File: src/rtl/wb_pkg.sv
package wb_pkg;
  typedef enum logic [1:0] {
    WB_RUN   = 2'd0,
    WB_DRAIN = 2'd1,
    WB_DONE  = 2'd2
  } wb_drain_e;
endpackage

File: src/rtl/wb_match.sv
module wb_match #(
  parameter int DEPTH = 8,
  parameter int BLK_W = 28,
  localparam int IDX_W = $clog2(DEPTH)
) (
  input  logic [DEPTH-1:0]            valid_i,
  input  logic [DEPTH-1:0][BLK_W-1:0] blk_i,
  input  logic [BLK_W-1:0]            key_i,
  input  logic                        excl_en_i,
  input  logic [IDX_W-1:0]            excl_idx_i,
  output logic                        hit_o,
  output logic [IDX_W-1:0]            idx_o
);
  logic [DEPTH-1:0] cand;

  for (genvar i = 0; i < DEPTH; i++) begin : g_cmp
    assign cand[i] = valid_i[i] && (blk_i[i] == key_i) &&
                     !(excl_en_i && (excl_idx_i == IDX_W'(i)));
  end

  always_comb begin
    hit_o = |cand;
    idx_o = '0;
    for (int k = DEPTH - 1; k >= 0; k--) begin
      if (cand[k]) idx_o = IDX_W'(k);
    end
  end
endmodule

File: src/rtl/wb_entries.sv
module wb_entries #(
  parameter int DEPTH = 8,
  parameter int BLK_W = 28,
  parameter int NB    = 16,
  localparam int IDX_W = $clog2(DEPTH),
  localparam int DW    = 8 * NB
) (
  input  logic                        clk,
  input  logic                        rst_n,
  input  logic                        alloc_en,
  input  logic [IDX_W-1:0]            alloc_idx,
  input  logic                        merge_en,
  input  logic [IDX_W-1:0]            merge_idx,
  input  logic                        pop_en,
  input  logic [IDX_W-1:0]            pop_idx,
  input  logic [BLK_W-1:0]            wr_blk,
  input  logic [NB-1:0]               wr_be,
  input  logic [DW-1:0]               wr_data,
  output logic [DEPTH-1:0]            valid_o,
  output logic [DEPTH-1:0][BLK_W-1:0] blk_o,
  output logic [DEPTH-1:0][NB-1:0]    be_o,
  output logic [DEPTH-1:0][DW-1:0]    data_o
);
  logic [DW-1:0] wmask;

  for (genvar b = 0; b < NB; b++) begin : g_mask
    assign wmask[8*b +: 8] = {8{wr_be[b]}};
  end

  for (genvar i = 0; i < DEPTH; i++) begin : g_ent
    logic             v_q, v_d;
    logic [BLK_W-1:0] b_q, b_d;
    logic [NB-1:0]    e_q, e_d;
    logic [DW-1:0]    d_q, d_d;
    logic             is_alloc, is_merge, is_pop, upd;

    always_comb begin
      is_alloc = alloc_en && (alloc_idx == IDX_W'(i));
      is_merge = merge_en && (merge_idx == IDX_W'(i));
      is_pop   = pop_en   && (pop_idx   == IDX_W'(i));
      upd      = is_alloc || is_merge;
      v_d      = (v_q && !is_pop) || is_alloc;
      if (is_alloc) begin
        b_d = wr_blk;
        e_d = wr_be;
        d_d = wr_data & wmask;
      end else begin
        b_d = b_q;
        e_d = e_q | wr_be;
        d_d = (d_q & ~wmask) | (wr_data & wmask);
      end
    end

    always_ff @(posedge clk or negedge rst_n) begin
      if (!rst_n) begin
        v_q <= 1'b0;
        b_q <= '0;
        e_q <= '0;
        d_q <= '0;
      end else begin
        v_q <= v_d;
        if (upd) begin
          b_q <= b_d;
          e_q <= e_d;
          d_q <= d_d;
        end
      end
    end

    assign valid_o[i] = v_q;
    assign blk_o[i]   = b_q;
    assign be_o[i]    = e_q;
    assign data_o[i]  = d_q;
  end

  AST_MERGE_LIVE: assert property (@(posedge clk) disable iff (!rst_n)
    merge_en |-> valid_o[merge_idx]);
  AST_ALLOC_FREE: assert property (@(posedge clk) disable iff (!rst_n)
    alloc_en |-> !valid_o[alloc_idx]);
  AST_NO_MERGE_POP: assert property (@(posedge clk) disable iff (!rst_n)
    !(merge_en && pop_en && (merge_idx == pop_idx)));
endmodule

File: src/rtl/wb_coalesce_buffer.sv
module wb_coalesce_buffer
  import wb_pkg::*;
#(
  parameter int DEPTH = 8,
  parameter int BLK_W = 28,
  parameter int NB    = 16,
  localparam int IDX_W = $clog2(DEPTH),
  localparam int CNT_W = $clog2(DEPTH + 1),
  localparam int DW    = 8 * NB
) (
  input  logic             clk,
  input  logic             rst_n,
  input  logic             coal_en_i,
  input  logic             st_valid_i,
  output logic             st_ready_o,
  input  logic [BLK_W-1:0] st_blk_i,
  input  logic [NB-1:0]    st_be_i,
  input  logic [DW-1:0]    st_data_i,
  input  logic             st_merge_ok_i,
  input  logic             st_uncached_i,
  output logic             stall_o,
  input  logic             drain_req_i,
  output logic             drain_done_o,
  output logic             mem_valid_o,
  input  logic             mem_ready_i,
  output logic [BLK_W-1:0] mem_blk_o,
  output logic [NB-1:0]    mem_be_o,
  output logic [DW-1:0]    mem_data_o
);
  logic [1:0] rst_sync_q;
  logic       rst_int_n;

  always_ff @(posedge clk or negedge rst_n) begin
    if (!rst_n) rst_sync_q <= 2'b00;
    else        rst_sync_q <= {rst_sync_q[0], 1'b1};
  end
  assign rst_int_n = rst_sync_q[1];

  logic [IDX_W-1:0] head_q, head_d, tail_q, tail_d, sidx_q, sidx_d;
  logic [CNT_W-1:0] cnt_q, cnt_d;
  logic             stall_q, stall_d;
  wb_drain_e        dstate_q, dstate_d;

  logic [DEPTH-1:0]            ent_valid;
  logic [DEPTH-1:0][BLK_W-1:0] ent_blk;
  logic [DEPTH-1:0][NB-1:0]    ent_be;
  logic [DEPTH-1:0][DW-1:0]    ent_data;

  logic             hit;
  logic [IDX_W-1:0] hit_idx;
  logic             merge_allow, can_merge, full, accept, alloc_en, merge_en, pop_en;

  wb_match #(.DEPTH(DEPTH), .BLK_W(BLK_W)) u_match (
    .valid_i    (ent_valid),
    .blk_i      (ent_blk),
    .key_i      (st_blk_i),
    .excl_en_i  (mem_valid_o),
    .excl_idx_i (head_q),
    .hit_o      (hit),
    .idx_o      (hit_idx)
  );

  wb_entries #(.DEPTH(DEPTH), .BLK_W(BLK_W), .NB(NB)) u_entries (
    .clk       (clk),
    .rst_n     (rst_int_n),
    .alloc_en  (alloc_en),
    .alloc_idx (tail_q),
    .merge_en  (merge_en),
    .merge_idx (hit_idx),
    .pop_en    (pop_en),
    .pop_idx   (head_q),
    .wr_blk    (st_blk_i),
    .wr_be     (st_be_i),
    .wr_data   (st_data_i),
    .valid_o   (ent_valid),
    .blk_o     (ent_blk),
    .be_o      (ent_be),
    .data_o    (ent_data)
  );

  always_comb begin
    merge_allow = coal_en_i && st_merge_ok_i && !st_uncached_i;
    can_merge   = merge_allow && hit;
    full        = (cnt_q == CNT_W'(DEPTH));
    st_ready_o  = !stall_q && (dstate_q != WB_DRAIN) && (can_merge || !full);
    accept      = st_valid_i && st_ready_o;
    merge_en    = accept && can_merge;
    alloc_en    = accept && !can_merge;
    mem_valid_o = (cnt_q != '0);
    pop_en      = mem_valid_o && mem_ready_i;
    mem_blk_o   = ent_blk[head_q];
    mem_be_o    = ent_be[head_q];
    mem_data_o  = ent_data[head_q];
    stall_o     = stall_q;
    drain_done_o = (dstate_q == WB_DONE);
  end

  always_comb begin
    head_d = head_q;
    tail_d = tail_q;
    if (pop_en)   head_d = (head_q == IDX_W'(DEPTH - 1)) ? '0 : head_q + 1'b1;
    if (alloc_en) tail_d = (tail_q == IDX_W'(DEPTH - 1)) ? '0 : tail_q + 1'b1;
    cnt_d = cnt_q + CNT_W'(alloc_en) - CNT_W'(pop_en);

    stall_d = stall_q;
    sidx_d  = sidx_q;
    if (alloc_en && st_uncached_i) begin
      stall_d = 1'b1;
      sidx_d  = tail_q;
    end else if (stall_q && pop_en && (head_q == sidx_q)) begin
      stall_d = 1'b0;
    end

    dstate_d = dstate_q;
    case (dstate_q)
      WB_RUN:   if (drain_req_i) dstate_d = WB_DRAIN;
      WB_DRAIN: if (cnt_q == '0) dstate_d = WB_DONE;
      default:  dstate_d = WB_RUN;
    endcase
  end

  always_ff @(posedge clk or negedge rst_int_n) begin
    if (!rst_int_n) begin
      head_q   <= '0;
      tail_q   <= '0;
      cnt_q    <= '0;
      stall_q  <= 1'b0;
      sidx_q   <= '0;
      dstate_q <= WB_RUN;
    end else begin
      head_q   <= head_d;
      tail_q   <= tail_d;
      cnt_q    <= cnt_d;
      stall_q  <= stall_d;
      sidx_q   <= sidx_d;
      dstate_q <= dstate_d;
    end
  end

  AST_NO_OVERFLOW: assert property (@(posedge clk) disable iff (!rst_int_n)
    cnt_q <= CNT_W'(DEPTH));
  AST_MEM_HOLD: assert property (@(posedge clk) disable iff (!rst_int_n)
    (mem_valid_o && !mem_ready_i) |=> (mem_valid_o && $stable(mem_blk_o) &&
      $stable(mem_be_o) && $stable(mem_data_o)));
  AST_STALL_CAUSE: assert property (@(posedge clk) disable iff (!rst_int_n)
    $rose(stall_o) |-> $past(st_valid_i && st_uncached_i));
  AST_DONE_EMPTY: assert property (@(posedge clk) disable iff (!rst_int_n)
    drain_done_o |-> !mem_valid_o);
endmodule

File: config.mk
export PLATFORM = sky130hd
export DESIGN_NAME = wb_coalesce_buffer
export DESIGN_NICKNAME = d
export VERILOG_FILES = /design/src/rtl/wb_pkg.sv /design/src/rtl/wb_match.sv /design/src/rtl/wb_entries.sv /design/src/rtl/wb_coalesce_buffer.sv
export SDC_FILE = /design/constraint.sdc
export NUM_CORES = 2
export LEC_CHECK = 0
export BUFFER_PORTS_ARGS = -buffer_cell sky130_fd_sc_hd__buf_2
export CORE_MARGIN = 8
export CORE_UTILIZATION = 62
export DETAILED_ROUTE_END_ITERATION = 10
export PLACE_DENSITY = 0.81
export SYNTH_ARGS = -nofsm -noshare
export SYNTH_HDL_FRONTEND = slang
export SYNTH_SLANG_ARGS = --single-unit
File: constraint.sdc
create_clock -name clk -period 47.6 [get_ports clk]
set_input_delay 4.76 -clock clk [delete_from_list [all_inputs] [get_ports clk]]
set_output_delay 4.76 -clock clk [all_outputs]
set_load 0.005 [all_outputs]
==> run metrics <==
status completed; CTS H-tree depth 4; startpoint of the most critical register-to-register path head_q[2]; HPWL reported at the end of detailed placement 143000 um; leakage power summed over all cells 35.3 nW; simple-gate share of the synthesized area 6.17%; top-area cell type share of the netlist area 51.2%; net count of the mapped netlist 5581; post-synthesis average cell area 12.7 um2; total clock buffers created by CTS 148; instance count of the mapped netlist 5382; post-synthesis register bit count 1402; Post-CTS Setup Bufs 0; final cell utilization of the core 69.1%; PwrDens 60.1 nW/um2; largest fanout of any net on the critical path 51; floorplan core area 110000 um2; power consumption 4.57 mW; data arrival time of the critical path 8.11 ns; Setup Viol. Count Final 0; sequential fraction of the synthesis area 51.2%; root buffer cell sky130_fd_sc_hd__clkbuf_16; I/O Buffers 355; maximum number of pins on one net before global-route repair 180; f_max 0.0777 GHz; kind of end point of the critical path output pin; EDFF count, synth 0; number of optimization iterations in the first detailed-route pass 6; WL per Instance 32.8 um; Routability Congestion 1.01; overall global routing resource usage 38.0%; RSZ-0062 raised after global routing no; Synth Cell Area 68500 um2; class of the tightest hold or removal check register to register; Max Slew Vio Count 0; top library cells by usage in the layout, fill and taps aside sky130_fd_sc_hd__dfrtp_1 (1398), sky130_fd_sc_hd__nand2_1 (770), sky130_fd_sc_hd__a22o_1 (738), sky130_fd_sc_hd__buf_2 (355), sky130_fd_sc_hd__mux4_2 (344); Layout Skew 0.0281 ns; xor and xnor area share after synthesis 2.97%; initial antenna violation count 10; CTS sink count 1402; main combinational cell family by area after synthesis compound AO/OA/AOI/OAI gates; worst-case clock buffer depth 3; combined area of the multi-input logic cells 30900 um2; flop2flop setup slack 40.18 ns; post-route setup TNS 0 ns; leading cell type in the layout, fill and taps excluded sky130_fd_sc_hd__dfrtp_1; Adder-Cell Fraction of Synth Area 0.358%; YS warnings 0; compound-cell area share of the yosys netlist 20.3%; Worst Path Required 42.84 ns; multiplexer fraction of the synthesized cell area 15.0%; post-cts sizing count 0; final clock period utilization by the worst path 27.0%; timing endpoint of the critical path st_ready_o; top_reg_cell synth sky130_fd_sc_hd__dfrtp_1; via count of the first global-routing pass 54.2k; DRC violations left 0; clock latency on the worst-skew pair 0.76 ns; number of filler instances in the final layout 7583; routed vias 52.5k; fraction of registers with async set/reset 100%; element type at the critical path start input pin; layout overhead on the synthesized area 11.0%; minimum clock period 12.87 ns; clock-pin transition on the worst setup and hold timing paths 0.06 ns; initial cell density of the core 62.2%; Max transition margin 9.12%; worst r2r path cells 14; number of core rows 122; sum of routed wire length over all layers 234000 um; CTS tree done; routed vias/inst 7.37; die outline height 348 um; wire length of the first global-routing pass 351000 um; number of hold buffers added after CTS 0; actual transition at the worst max-transition pin 1.35 ns; number of library cell types mapped by synthesis 80; Die Wd 348 um; top post-synthesis cells by area sky130_fd_sc_hd__dfrtp_1 (51%), sky130_fd_sc_hd__mux4_2 (11%), sky130_fd_sc_hd__a22o_1 (9.4%), sky130_fd_sc_hd__nand2_1 (4.2%), sky130_fd_sc_hd__mux2_2 (3.6%); cell type contributing the most total cell area after synthesis sky130_fd_sc_hd__dfrtp_1; Final Hold Fails 0; Die ar. 121000 um2; sequential cell area 35100 um2; max cap viols 0; Crit. Startpoint st_blk_i[13]; Routed Antenna Nets 0; number of nets at the end of the flow 5711; count of pins on the block boundary 356; number of violations reported at the end of detailed-routing iteration 0 6438; share of final-layout standard cells stronger than drive strength 1 23.9%; worst supply voltage drop on vdd 0.0551 mV; remaining global-route overflow 0; Worst Hold Margin 0.351 ns; Worst Setup Path Type input pin to output pin
## stage by stage
stage                     instance area (um2)  cells  setup slack [ns]
after global routing                    76000   7126             34.73
after global placement                  71000   6850             34.84
after CTS                               76000   7121             34.80
final                                   76000   7126             34.73
after floorplan                         68500   5382              5.63
after detailed placement                71000   6850             34.82
## worst min path at each step
stage               cells after the start  slack, ns            end     startpoint
floorplan                               0       0.33  rst_sync_q[1]  rst_sync_q[0]
global placement                        0       0.34  rst_sync_q[1]  rst_sync_q[0]
detailed placement                      0       0.34  rst_sync_q[1]  rst_sync_q[0]
CTS                                     0       0.35  rst_sync_q[1]  rst_sync_q[0]
global route                            0       0.37  rst_sync_q[1]  rst_sync_q[0]
finish                                  0       0.35  rst_sync_q[1]  rst_sync_q[0]
## synth_stat cells, types with 16 or more instances
master,n
sky130_fd_sc_hd__a22o_1,738
sky130_fd_sc_hd__nor2_1,21
sky130_fd_sc_hd__dfrtp_1,1402
sky130_fd_sc_hd__nand3_1,22
sky130_fd_sc_hd__clkbuf_1,189
sky130_fd_sc_hd__o31ai_4,16
sky130_fd_sc_hd__buf_2,155
sky130_fd_sc_hd__xnor2_1,115
sky130_fd_sc_hd__a32o_1,128
sky130_fd_sc_hd__a2bb2oi_2,54
sky130_fd_sc_hd__o211ai_1,258
sky130_fd_sc_hd__o21ai_0,16
sky130_fd_sc_hd__a2bb2oi_1,266
sky130_fd_sc_hd__mux2_2,216
sky130_fd_sc_hd__nand4_1,52
sky130_fd_sc_hd__xor2_1,115
sky130_fd_sc_hd__nand2_1,773
sky130_fd_sc_hd__buf_1,81
sky130_fd_sc_hd__a21o_1,20
sky130_fd_sc_hd__nor4_1,44
sky130_fd_sc_hd__o2bb2ai_1,17
sky130_fd_sc_hd__inv_1,166
sky130_fd_sc_hd__mux4_2,344
sky130_fd_sc_hd__ha_1,18
sky130_fd_sc_hd__buf_4,23
## critical path: stages
cell and delay (ns):
sky130_fd_sc_hd__buf_2 0.53, sky130_fd_sc_hd__xnor2_1 0.21, sky130_fd_sc_hd__nand4_1 0.12, sky130_fd_sc_hd__or4_4 0.58
sky130_fd_sc_hd__nor4_4 0.50, sky130_fd_sc_hd__or4b_4 0.29, sky130_fd_sc_hd__o41a_2 0.16, sky130_fd_sc_hd__buf_4 0.61
sky130_fd_sc_hd__o21a_1 0.19, sky130_fd_sc_hd__buf_2 0.12
## where the power goes
group | leakage [nW] | switching, mW | total [mW] | internal (mW)
Clock | 2.47 | 0.494 | 1.20 | 0.704
Combinational | 13.9 | 0.729 | 1.47 | 0.739
Sequential | 18.9 | 0.338 | 1.90 | 1.57
Total | 35.3 | 1.56 | 4.57 | 3.01
## routing by layer
layer  track usage [%]  part of all wire (%)
met1              52.2                    38
met2              57.2                    45
met3              10.3                    11
met4              17.1                   5.2
met5             0.320                 0.023
## cell type report
class                   count  area share (%)
diodes                      5          0.0165
clock buffers             224            5.82
clock inverters            47           0.784
inverters                 168           0.836
multi-input cells        3356            40.7
flip-flops and latches   1402            46.2
well taps                1488            2.45
repair buffers            436            3.25
## logic make-up after synthesis
group	after synthesis
AO/OA/AOI/OAI	1559
flip-flops	1402
AND/OR/NAND/NOR	979
buffers and inverters	624
multiplexers	567
XOR/XNOR	231
adder cells (fa/ha/maj)	19
other	1
(Power assumes the default switching activity.)
